### config.mk
export PLATFORM = sky130hd
export DESIGN_NAME = pgbuf_cmp
export DESIGN_NICKNAME = d
export VERILOG_FILES = /design/src/rtl/pgbuf_cmp_pkg.sv /design/src/rtl/pgbuf_cmp_addrgen.sv /design/src/rtl/pgbuf_cmp_accum.sv /design/src/rtl/pgbuf_cmp_pad.sv /design/src/rtl/pgbuf_cmp.sv
export SDC_FILE = /design/constraint.sdc
export NUM_CORES = 1
export LEC_CHECK = 0
export ABC_AREA = 1
export BUFFER_PORTS_ARGS = -buffer_cell sky130_fd_sc_hd__buf_2
export CAP_MARGIN = 20
export CORE_MARGIN = 4
export CORE_UTILIZATION = 44
export CTS_CLUSTER_DIAMETER = 150
export DETAILED_ROUTE_END_ITERATION = 7
export MAX_ROUTING_LAYER = met4
export PLACE_DENSITY = 0.76
export SLEW_MARGIN = 30
export SYNTH_ARGS = -nofsm -noshare
export SYNTH_HDL_FRONTEND = slang
export SYNTH_SLANG_ARGS = --single-unit
export TNS_END_PERCENT = 5
### constraint.sdc
create_clock -name clk -period 1.3 [get_ports clk]
set_input_delay 0.13 -clock clk [delete_from_list [all_inputs] [get_ports clk]]
set_output_delay 0.13 -clock clk [all_outputs]
set_load 0.005 [all_outputs]
### src/rtl/pgbuf_cmp_pkg.sv
package pgbuf_cmp_pkg;
   typedef enum logic [1:0] {
      CMP_IDLE  = 2'd0,
      CMP_SCAN  = 2'd1,
      CMP_DRAIN = 2'd2,
      CMP_PAD   = 2'd3
   } cmp_state_e;
endpackage

### src/rtl/pgbuf_cmp_addrgen.sv
// Byte-position counter for the read walk.
module pgbuf_cmp_addrgen #(
   parameter int PAGE_BYTES = 264,
   parameter int AW         = $clog2(PAGE_BYTES)
) (
   input  logic          clk,
   input  logic          rst_n,
   input  logic          clr_i,
   input  logic          adv_i,
   output logic [AW-1:0] addr_o,
   output logic          last_o
);
   localparam logic [AW-1:0] LAST_ADDR = AW'(PAGE_BYTES - 1);

   logic [AW-1:0] cnt_q;

   always_ff @(posedge clk or negedge rst_n) begin
      if (!rst_n)      cnt_q <= '0;
      else if (clr_i)  cnt_q <= '0;
      else if (adv_i)  cnt_q <= cnt_q + 1'b1;
   end

   assign addr_o = cnt_q;
   assign last_o = (cnt_q == LAST_ADDR);

   // each advance moves exactly one position
   assert_addr_step_R2: assert property (@(posedge clk) disable iff (!rst_n)
      adv_i && !clr_i |=> addr_o == $past(addr_o) + 1'b1);

   // the walk never leaves the page
   assert_addr_bound_R2: assert property (@(posedge clk) disable iff (!rst_n)
      addr_o <= LAST_ADDR);
endmodule

### src/rtl/pgbuf_cmp_accum.sv
// Delays the read strobe by the port latency and ORs every lane difference.
module pgbuf_cmp_accum #(
   parameter int DATA_W = 8
) (
   input  logic              clk,
   input  logic              rst_n,
   input  logic              clr_i,
   input  logic              req_i,
   input  logic [DATA_W-1:0] arr_i,
   input  logic [DATA_W-1:0] buf_i,
   output logic              diff_o
);
   logic              vld_q;
   logic              diff_q;
   logic [DATA_W-1:0] lane_diff;
   logic              pair_diff;

   for (genvar g = 0; g < DATA_W; g++) begin : g_lane
      assign lane_diff[g] = arr_i[g] ^ buf_i[g];
   end

   assign pair_diff = vld_q && (|lane_diff);

   always_ff @(posedge clk or negedge rst_n) begin
      if (!rst_n) begin
         vld_q  <= 1'b0;
         diff_q <= 1'b0;
      end else begin
         vld_q <= req_i;
         if (clr_i)          diff_q <= 1'b0;
         else if (pair_diff) diff_q <= 1'b1;
      end
   end

   // includes the pair arriving this cycle, so the final byte is never lost
   assign diff_o = diff_q | pair_diff;

   // a seen difference is kept until the next compare clears it
   assert_diff_sticky_R3: assert property (@(posedge clk) disable iff (!rst_n)
      diff_q && !clr_i |=> diff_q);

   // data is only judged in the cycle after a strobe
   assert_latency_R3: assert property (@(posedge clk) disable iff (!rst_n)
      req_i |=> vld_q);
endmodule

### src/rtl/pgbuf_cmp_pad.sv
// Optional busy-time extension after the last pair is judged.
module pgbuf_cmp_pad #(
   parameter int PAD_CYCLES = 4
) (
   input  logic clk,
   input  logic rst_n,
   input  logic load_i,
   input  logic run_i,
   output logic expire_o
);
   if (PAD_CYCLES == 0) begin : g_nopad
      assign expire_o = 1'b1;
   end else begin : g_pad
      localparam int CW = (PAD_CYCLES > 1) ? $clog2(PAD_CYCLES) : 1;
      localparam logic [CW-1:0] START_VAL = CW'(PAD_CYCLES - 1);

      logic [CW-1:0] left_q;

      always_ff @(posedge clk or negedge rst_n) begin
         if (!rst_n)                     left_q <= '0;
         else if (load_i)                left_q <= START_VAL;
         else if (run_i && left_q != '0) left_q <= left_q - 1'b1;
      end

      assign expire_o = (left_q == '0);

      // the pad counter never exceeds its loaded span
      assert_pad_range_R4: assert property (@(posedge clk) disable iff (!rst_n)
         left_q <= START_VAL);
   end
endmodule

### src/rtl/pgbuf_cmp.sv
module pgbuf_cmp
   import pgbuf_cmp_pkg::*;
#(
   parameter int DATA_W     = 8,
   parameter int PAGE_BYTES = 264,
   parameter int PAGE_AW    = 12,
   parameter int PAD_CYCLES = 4,
   localparam int BYTE_AW   = $clog2(PAGE_BYTES)
) (
   input  logic               clk,
   input  logic               rst_n,
   input  logic               start_i,
   input  logic               buf_sel_i,
   input  logic [PAGE_AW-1:0] page_i,
   input  logic               abort_i,
   output logic               rd_en_o,
   output logic [BYTE_AW-1:0] rd_addr_o,
   output logic [PAGE_AW-1:0] rd_page_o,
   output logic               rd_buf_o,
   input  logic [DATA_W-1:0]  arr_rdata_i,
   input  logic [DATA_W-1:0]  buf_rdata_i,
   output logic               busy_o,
   output logic               done_o,
   output logic               mismatch_o
);
   localparam bit HAS_PAD = (PAD_CYCLES > 0);

   if (PAGE_BYTES < 2) begin : g_chk_bytes
      $error("pgbuf_cmp: PAGE_BYTES must be at least 2");
   end
   if (DATA_W < 1) begin : g_chk_width
      $error("pgbuf_cmp: DATA_W must be positive");
   end
   if (PAGE_AW < 1) begin : g_chk_page
      $error("pgbuf_cmp: PAGE_AW must be positive");
   end
   if (PAD_CYCLES < 0) begin : g_chk_pad
      $error("pgbuf_cmp: PAD_CYCLES must not be negative");
   end

   cmp_state_e         state_q, state_d;
   logic [PAGE_AW-1:0] page_q;
   logic               sel_q;
   logic               done_q;
   logic               res_q;

   logic accept, scan, last, adv, finish, pad_expire, diff;

   assign accept = (state_q == CMP_IDLE) && start_i;
   assign scan   = (state_q == CMP_SCAN);
   assign adv    = scan && !last;
   assign finish = !abort_i &&
                   (((state_q == CMP_DRAIN) && !HAS_PAD) ||
                    ((state_q == CMP_PAD) && pad_expire));

   always_comb begin
      state_d = state_q;
      unique case (state_q)
         CMP_IDLE:  if (start_i) state_d = CMP_SCAN;
         CMP_SCAN:  if (abort_i) state_d = CMP_IDLE;
                    else if (last) state_d = CMP_DRAIN;
         CMP_DRAIN: if (abort_i) state_d = CMP_IDLE;
                    else state_d = HAS_PAD ? CMP_PAD : CMP_IDLE;
         CMP_PAD:   if (abort_i || pad_expire) state_d = CMP_IDLE;
         default:   state_d = CMP_IDLE;
      endcase
   end

   always_ff @(posedge clk or negedge rst_n) begin
      if (!rst_n) begin
         state_q <= CMP_IDLE;
         page_q  <= '0;
         sel_q   <= 1'b0;
         done_q  <= 1'b0;
         res_q   <= 1'b0;
      end else begin
         state_q <= state_d;
         done_q  <= finish;
         if (accept) begin
            page_q <= page_i;
            sel_q  <= buf_sel_i;
         end
         if (finish) res_q <= diff;
      end
   end

   pgbuf_cmp_addrgen #(.PAGE_BYTES(PAGE_BYTES), .AW(BYTE_AW)) u_addr (
      .clk    (clk),
      .rst_n  (rst_n),
      .clr_i  (accept),
      .adv_i  (adv),
      .addr_o (rd_addr_o),
      .last_o (last)
   );

   pgbuf_cmp_accum #(.DATA_W(DATA_W)) u_accum (
      .clk    (clk),
      .rst_n  (rst_n),
      .clr_i  (accept),
      .req_i  (scan),
      .arr_i  (arr_rdata_i),
      .buf_i  (buf_rdata_i),
      .diff_o (diff)
   );

   pgbuf_cmp_pad #(.PAD_CYCLES(PAD_CYCLES)) u_pad (
      .clk      (clk),
      .rst_n    (rst_n),
      .load_i   (state_q == CMP_DRAIN),
      .run_i    (state_q == CMP_PAD),
      .expire_o (pad_expire)
   );

   assign rd_en_o    = scan;
   assign rd_page_o  = page_q;
   assign rd_buf_o   = sel_q;
   assign busy_o     = (state_q != CMP_IDLE);
   assign done_o     = done_q;
   assign mismatch_o = res_q;

   // an accepted start opens the walk at byte 0 on the next cycle
   assert_start_R1: assert property (@(posedge clk) disable iff (!rst_n)
      start_i && !busy_o |=> busy_o && rd_en_o && rd_addr_o == '0
                             && rd_page_o == $past(page_i) && rd_buf_o == $past(buf_sel_i));

   // done only appears once busy has dropped
   assert_done_idle_R4: assert property (@(posedge clk) disable iff (!rst_n)
      done_o |-> !busy_o);

   // done is a single-cycle pulse
   assert_done_pulse_R4: assert property (@(posedge clk) disable iff (!rst_n)
      done_o |=> !done_o);

   // the verdict moves only with a done pulse
   assert_result_hold_R5: assert property (@(posedge clk) disable iff (!rst_n)
      !done_o |-> $stable(mismatch_o));

   // a start during busy leaves the targets untouched
   assert_busy_start_R6: assert property (@(posedge clk) disable iff (!rst_n)
      busy_o && start_i |=> $stable(rd_page_o) && $stable(rd_buf_o));

   // abort ends the compare silently
   assert_abort_R7: assert property (@(posedge clk) disable iff (!rst_n)
      busy_o && abort_i |=> !busy_o && !done_o && !rd_en_o && $stable(mismatch_o));
endmodule

==> results.md, run 1 <==
* Largest net degree at the start of global routing at 31
* DP Wirelength at 2780 µm
* Via density at 4.50
* Routability cong. at 0.810
* Netlist cell types at 23
* Overall global routing resource usage at 0.190
* Area of the multi-input gates at 673 µm²
* Launching point of the worst reg2reg path: u_addr.addr_o[0]$_DFFE_PN0P_
* Worst vdd ir at 1080 µV
* Synth Register Bits at 30
* Final ANT Viol Nets at 0
* Layout cells sized above 1 at 0.326
* Setup crit end kind: register
* Required time worst endpoint at 1510 ps
* CTS tree: built
* YS warnings at 0
* Post-Route WL at 3800 µm
* Initial antenna violation count at 0
* Pre-CTS setup slack at -91.2 ps
* Sink Count at 30
* Tightest Pin Transition at 374 ps
* Nets at 332
* Via Count at 1547
* Final Hold Vio Count at 0
* Grt ovf at 0
* Final non-filler cell total at 344
* Die ar. at 4540 µm²
* Die span in y at 67.4 µm
* Clock root buffer master: clkbuf_4
* # diodes at 0
* Grt peak-use layer: met2
* Drt pass-1 iters at 4
* P_leak at 1.26 nW
* Met2 Resource Use GR at 0.331
* Width of the die at 67.4 µm
* Status: finished, violations left
* Post-CTS setup buffers at 0
* Sequential share of the synthesized area at 0.483
* Inst Count DP at 323
* Clk buf depth at 2
* Failing checks: negative setup slack
* Critical Path AT at 1660 ps
* Nature of the critical path startpoint: register
* I/O pins at 59
* Syn_area_per_cell at 7.54 µm²
* Crit Path Class: reg -> reg
* Hold WC Path Type: in -> reg
* Final setup fails at 11
* Final WS setup at -156 ps
* Max transition margin at 0.751
* Mapped Cells at 206
* Critical Path Fanout Max at 7
* Main flop type after synthesis: dfrtp_1
* Synth cell count leaders: nand2_1 (88), dfrtp_1 (30), inv_1 (29)
* Avg WL per Cell at 11.0 µm
* Syn-to-layout area delta at 43.1%
* Period utilization at 1.12
* Residual DRC at 0
* Top post-synthesis cells by area: dfrtp_1 (48%), nand2_1 (21%), inv_1 (7.0%)
* Number of H-tree levels at 2
* Highest clock rate at 687 MHz
* First-pass GRT wire length at 6410 µm
* Filler instances at 302
* Worst-skew pair later-pin latency at 320 ps
* MaxCap Viol Count at 0
* Initial DRC Count at 55
* Post-Syn Area at 1550 µm²
* GR Layer Usage met1 at 0.221
* Setup Skew at 9.98 ps
* Reg area at 752 µm²
* Max Slew Vio Count at 0
* Final Critical Period at 1460 ps
* Number of flops mapped to enable cells by yosys at 0
* Total core area at 3360 µm²
* Cts bufs inserted at 5
* Hold Crit Start: page_i[0]
* Post-synth top area cell: dfrtp_1
* Cell Pwr Density at 1780 nW/µm²
* Worst-path clk slew at 90 ps
* CP startpoint: u_addr.addr_o[0]$_DFFE_PN0P_
* Met3 global-route usage at 0.0383
* Count leader, synth: nand2_1
* PortBufs at 58
* Syn Nets at 241
* Fraction of registers with async set/reset at 1.00
* Area share of the largest cell type after synthesis at 0.483
* FP Rows at 21
* RSZ-0062 raised after global routing: true
* Initial Utilization at 0.462
* Vias in the first global route at 1528
## final cells by class
class | count | area share
flip-flops and latches | 30 | 0.338
multi-input cells | 140 | 0.303
repair buffers | 87 | 0.248
inverters | 33 | 0.0580
well taps | 46 | 0.0259
clock buffers | 7 | 0.0248
clock inverters | 1 | 0.00225
## stage by stage
stage / power (mW) / hold WS [ps] / TNS, ps / utilization / cell area [µm²]
floorplan: 2.49 / -166 / -309 / - / 1550
global placement: 3.22 / 158 / -169 / 0.596 / 2010
detailed placement: 3.27 / 162 / -326 / 0.596 / 2010
CTS: 3.92 / 1.90 / -783 / 0.654 / 2200
global route: 4.29 / 9.49 / -2000 / 0.661 / 2220
finish: 3.95 / 14.0 / -877 / 0.661 / 2220
## where the power goes
part | internal, mW | switching, mW | total (mW)
registers | 1.29 | 0.207 | 1.50
clock network | 0.262 | 0.303 | 0.565
logic | 0.836 | 1.05 | 1.88
## metal layers
layer	wire, µm	share of wire
met2	1890	0.50
met1	1610	0.42
met4	38	0.010
met3	251	0.066
met5	0	0
## cells by family after synthesis
| kind of cell | after synthesis | share of synthesized area |
|---|---|---|
| flops | 30 | 0.483 |
| buf+inv | 36 | 0.0927 |
| simple gates | 118 | 0.317 |
| fa+ha+maj | 2 | 0.0161 |
| compound gates | 15 | 0.0621 |
| xor+xnor | 5 | 0.0282 |
## sequential cells by signal, indices dropped and copies added, names as in the netlist
| register | count |
|---|---|
| state_q | 2 |
| rd_buf_o | 1 |
| u_accum.diff_q | 1 |
| u_pad.g_pad.left_q | 2 |
| rd_page_o | 12 |
| mismatch_o | 1 |
| u_addr.addr_o | 9 |
| done_o | 1 |
| u_accum.vld_q | 1 |
## worst max-delay path: stages (launching register included)
cell and delay, ps:
dfrtp_1 360, ha_2 190, nand2_2 50, clkinv_1 60, nand2_2 60, o21ai_4 230
inv_4 100, nor2_8 130, inv_4 50, nand2_1 60, nand2_1 50
## cell usage in the layout, fill, tap and decap left out, drive strengths merged
| cell type | instances |
|---|---|
| nand2 | 90 |
| buf | 74 |
| inv | 32 |
| dfrtp | 30 |
| nor2 | 15 |
| dlygate4sd3 | 13 |
| o21ai | 8 |
| clkbuf | 7 |
| nand3 | 6 |
| a21oi | 6 |
| nor3 | 5 |
| xnor2 | 4 |
| nand4 | 2 |
| clkinv | 2 |
| ha | 2 |
| xor2 | 1 |
| o31ai | 1 |
## repair_timing
item / CTS / global route
endpoints found under the hold margin: 41 / 1
pin swaps: 1 / 1
hold buffers: 12 / 1
resized for setup: 4 / 5
setup endpoints to repair: 12 / 14
## worst paths after layout
path / slack, ps / depth (start not counted) / end
min reg2reg: 470 / 2 / rd_page_o[4]$_DFFE_PN0N_
max: -160 / 10 / u_addr.addr_o[5]$_DFFE_PN0P_
min: 10 / 3 / rd_page_o[0]$_DFFE_PN0N_
min in group asynchronous: 340 / 3 / rd_page_o[9]$_DFFE_PN0N_
max in group asynchronous: 670 / 3 / state_q[1]$_DFFE_PN0P_
max reg2reg: -160 / 10 / u_addr.addr_o[5]$_DFFE_PN0P_
(Power assumes the default switching activity.)
==> inputs of run 2 (changes only) <==
Settings changed: ABC_AREA 1 to 0, CORE_UTILIZATION 44 to 43, PLACE_DENSITY 0.76 to 0.75.
==> run 2 against run 1 <==
The run still ends with negative setup slack left. Critical path depth is 6 lower. Utilization increased by 2.2 points. Die area fell by 3.9%. Non-clock buffer count increased by 1. Synthesized cell count is 27% lower. Sequential power down 21%.
==> results.md, run 2 <==
* Logic pwr share at 0.275 (-0.202)
* Met3 global-route usage at 0.0578 (+0.0196)
* Sw Share at 0.307 (-0.0876)
* Clk pwr share at 0.238 (+0.095)
* Layout cells sized above 1 at 0.407 (+0.0811)
* Residual DRC at 0 (unchanged)
* Post-Syn Area at 1450 µm² (-6.6%)
* Clock root buffer master: clkbuf_4
* First-pass GRT wire length at 6030 µm (-5.9%)
* Nets at 275 (-17%)
* Tightest Pin Transition at 371 ps (-3.25 ps)
* Reg-to-reg endpoint: u_addr.addr_o[4]$_DFFE_PN0P_
* Crit Path Class: reg -> reg
* Sequential share of power at 0.487 (+0.107)
* Worst Path Buf+Inv at 1 (-2)
* DP Wirelength at 2400 µm (-14%)
* Critical-path cell list: buf_4 > nand3b_4 > or3_1 > a21oi_1
* Total power at 2.45 mW (-38%)
* Width of the die at 66.1 µm (-2.0%)
* DP Area at 1870 µm² (-7.0%)
* Worst R2R Setup Slack at -80 ps (+80 ps)
* Drt pass-1 iters at 4 (unchanged)
* Netlist cell types at 28 (+22%)
* YS warnings at 0 (unchanged)
* Count leader, synth: nand2_1
* Initial Utilization at 0.464 (+0.00192)
* Final Hold Vio Count at 0 (unchanged)
* Worst-path clk slew at 100 ps (about the same)
* Total core area at 3130 µm² (-7.0%)
* Final setup fails at 9 (-2)
* Worst-skew pair later-pin latency at 330 ps (about the same)
* CP delay by family, top: simple AND/OR/NAND/NOR gates
* Sequential share of the synthesized area at 0.518 (+0.0342)
* Area share of the largest cell type after synthesis at 0.518 (+0.0342)
* Mapped Cells at 150 (-27%)
* Post-synth top area cell: dfrtp_1
* Die span in y at 66.1 µm (-2.0%)
* CP max stage cell: dfrtp_2
* CP startpoint: state_q[1]$_DFFE_PN0P_
* P_sw at 752 µW (-52%)
* MaxCap Viol Count at 0 (unchanged)
* Initial DRC Count at 54 (-1.8%)
* Nature of the critical path startpoint: register
* Sink Count at 30 (unchanged)
* Number of flops mapped to enable cells by yosys at 0 (unchanged)
* I/O pins at 59 (unchanged)
* Final Hold Slack at 15.4 ps (+1.35 ps)
* Most common cell after layout, fill and taps aside: buf_2
* Post-Route Setup TNS at -277 ps (+600 ps)
* Pre-CTS setup slack at -48.3 ps (+42.9 ps)
* CTS tree: built
* Syn_area_per_cell at 9.67 µm² (+28%)
* Grt ovf at 0 (unchanged)
* Met2 Resource Use GR at 0.328 (-0.00338)
* Main flop type after synthesis: dfrtp_1
* FP Rows at 20 (-4.8%)
* Grt peak-use layer: met2
* Routability cong. at 0.740 (-8.6%)
* Period utilization at 1.06 (-0.0598)
* Highest clock rate at 725 MHz (+5.6%)
* Avg WL per Cell at 12.2 µm (+10%)
* Syn Nets at 185 (-23%)
* Critical Path Sink: u_addr.addr_o[4]$_DFFE_PN0P_
* RSZ-0062 raised after global routing: true
* # diodes at 0 (unchanged)
* Top post-synthesis cells by area: dfrtp_1 (52%), nand2_1 (12%), xnor2_1 (8.5%)
* Fraction of registers with async set/reset at 1.00 (unchanged)
* Status: finished, violations left
* GR Layer Usage met1 at 0.205 (-0.0166)
* Initial antenna violation count at 0 (unchanged)
* Required time worst endpoint at 1570 ps (+60 ps)
* Worst vdd ir at 737 µV (-31%)
* Critical Path AT at 1650 ps (about the same)
* Clk buf depth at 2 (unchanged)
* Launching point of the worst reg2reg path: state_q[1]$_DFFE_PN0P_
* Cell count along the critical path at 4 (-6)
* PortBufs at 58 (unchanged)
* Final Critical Period at 1380 ps (-77.7 ps)
* Via density at 4.74 (+5.5%)
* Number of H-tree levels at 2 (unchanged)
* Max reg flops at 12 (unchanged)
* Overall global routing resource usage at 0.187 (-0.00333)
* P_leak at 1.12 nW (-11%)
* Synth Register Bits at 30 (unchanged)
* Synth cell count leaders: nand2_1 (46), dfrtp_1 (30), xnor2_1 (14)
* Setup Skew at 14.8 ps (+4.81 ps)
* Max Slew Vio Count at 0 (unchanged)
* Hold WC Path Type: in -> reg
* Cts bufs inserted at 5 (unchanged)
* Hold Crit Start: page_i[6]
* Post-Route WL at 3470 µm (-8.7%)
* Setup crit end kind: register
* Largest net degree at the start of global routing at 31 (unchanged)
* Vias in the first global route at 1412 (-7.6%)
* Via Count at 1352 (-13%)
* Final WS setup at -78.4 ps (+77.7 ps)
* Final ANT Viol Nets at 0 (unchanged)
* Critical Path Fanout Max at 6 (-1)
* Cells on worst reg2reg path at 4 (-6)
* Failing checks: negative setup slack
* Commonest cells after routing, fill and taps aside: buf_2 (57), nand2_1 (46), dfrtp_1 (28)
* Cell Pwr Density at 1150 nW/µm² (-35%)
* Syn-to-layout area delta at 47.3%
* Post-route cell area at 2140 µm² (-3.9%)
* Cell-internal power at 1.70 mW (-29%)
* CP max stage delay at 450 ps (+90 ps)
* Die ar. at 4370 µm² (-3.9%)
* Max transition margin at 0.753 (+0.00216)
[run 2: area by class of cell]
type / instances / area [µm²]
well taps: 44 / 55.1
fillers: 243 / 992
inverters: 9 / 36.3
flip-flops and latches: 30 / 753
clock inverters: 1 / 5.00
clock buffers: 7 / 55.1
multi-input cells: 106 / 674
repair buffers: 88 / 557
[run 2: through the flow]
stage,util,cells
after global placement,0.596,260
after global routing,0.683,285
final,0.683,285
after detailed placement,0.596,260
after CTS,0.672,284
after floorplan,-,150
[run 2: timing repair]
item | in CTS | in global routing
gates resized for setup | 8 | 5
setup buffers | 2 | 1
endpoints found under the hold margin | 43 | 0
pin swaps | 2 | 1
endpoints found under the setup margin | 6 | 24
hold buffers | 14 | 0
[run 2: metal layers]
layer	wire (µm)	vias to the layer above	share of wire
met4	24	0	0.0069
met2	1780	43	0.51
met3	237	6	0.068
met5	0	-	0
met1	1430	634	0.41
li1	-	669	-
[run 2: power groups by stage]
stage / Clock (mW) / Sequential (mW) / Combinational, mW
floorplan: 0 / 1.20 / 0.281
global placement: 0 / 1.20 / 0.618
detailed placement: 0 / 1.19 / 0.632
CTS: 0.593 / 1.19 / 0.669
global route: 0.629 / 1.22 / 0.773
finish: 0.583 / 1.19 / 0.675
[run 2: worst min path at each step]
stage | to | slack [ps] | cells past startpoint
after detailed placement | u_addr.addr_o[6]$_DFFE_PN0P_ | 160 | 2
after global routing | rd_page_o[6]$_DFFE_PN0N_ | 30 | 3
final | rd_page_o[6]$_DFFE_PN0N_ | 20 | 3
after floorplan | done_o$_DFF_PN0_ | -170 | 0
after global placement | done_o$_DFF_PN0_ | 160 | 2
after CTS | rd_page_o[6]$_DFFE_PN0N_ | 0.4 | 3
[run 2: cell families after synthesis]
family / after synthesis / synth area share
buffers and inverters: 14 / 0.0440
AND/OR/NAND/NOR: 73 / 0.248
adder cells (fa/ha/maj): 2 / 0.0173
flip-flops: 30 / 0.518
multiplexers: 3 / 0.0207
AO/OA/AOI/OAI: 14 / 0.0682
XOR/XNOR: 14 / 0.0846
[run 2: worst reg2reg max path: cells and delay by family (launching register included)]
family                 cells  cell delay, ps
AOI/OAI and AO/OA          1             140
DFF                        1             450
and+or+nand+nor            2             570
buffers and inverters      1             150
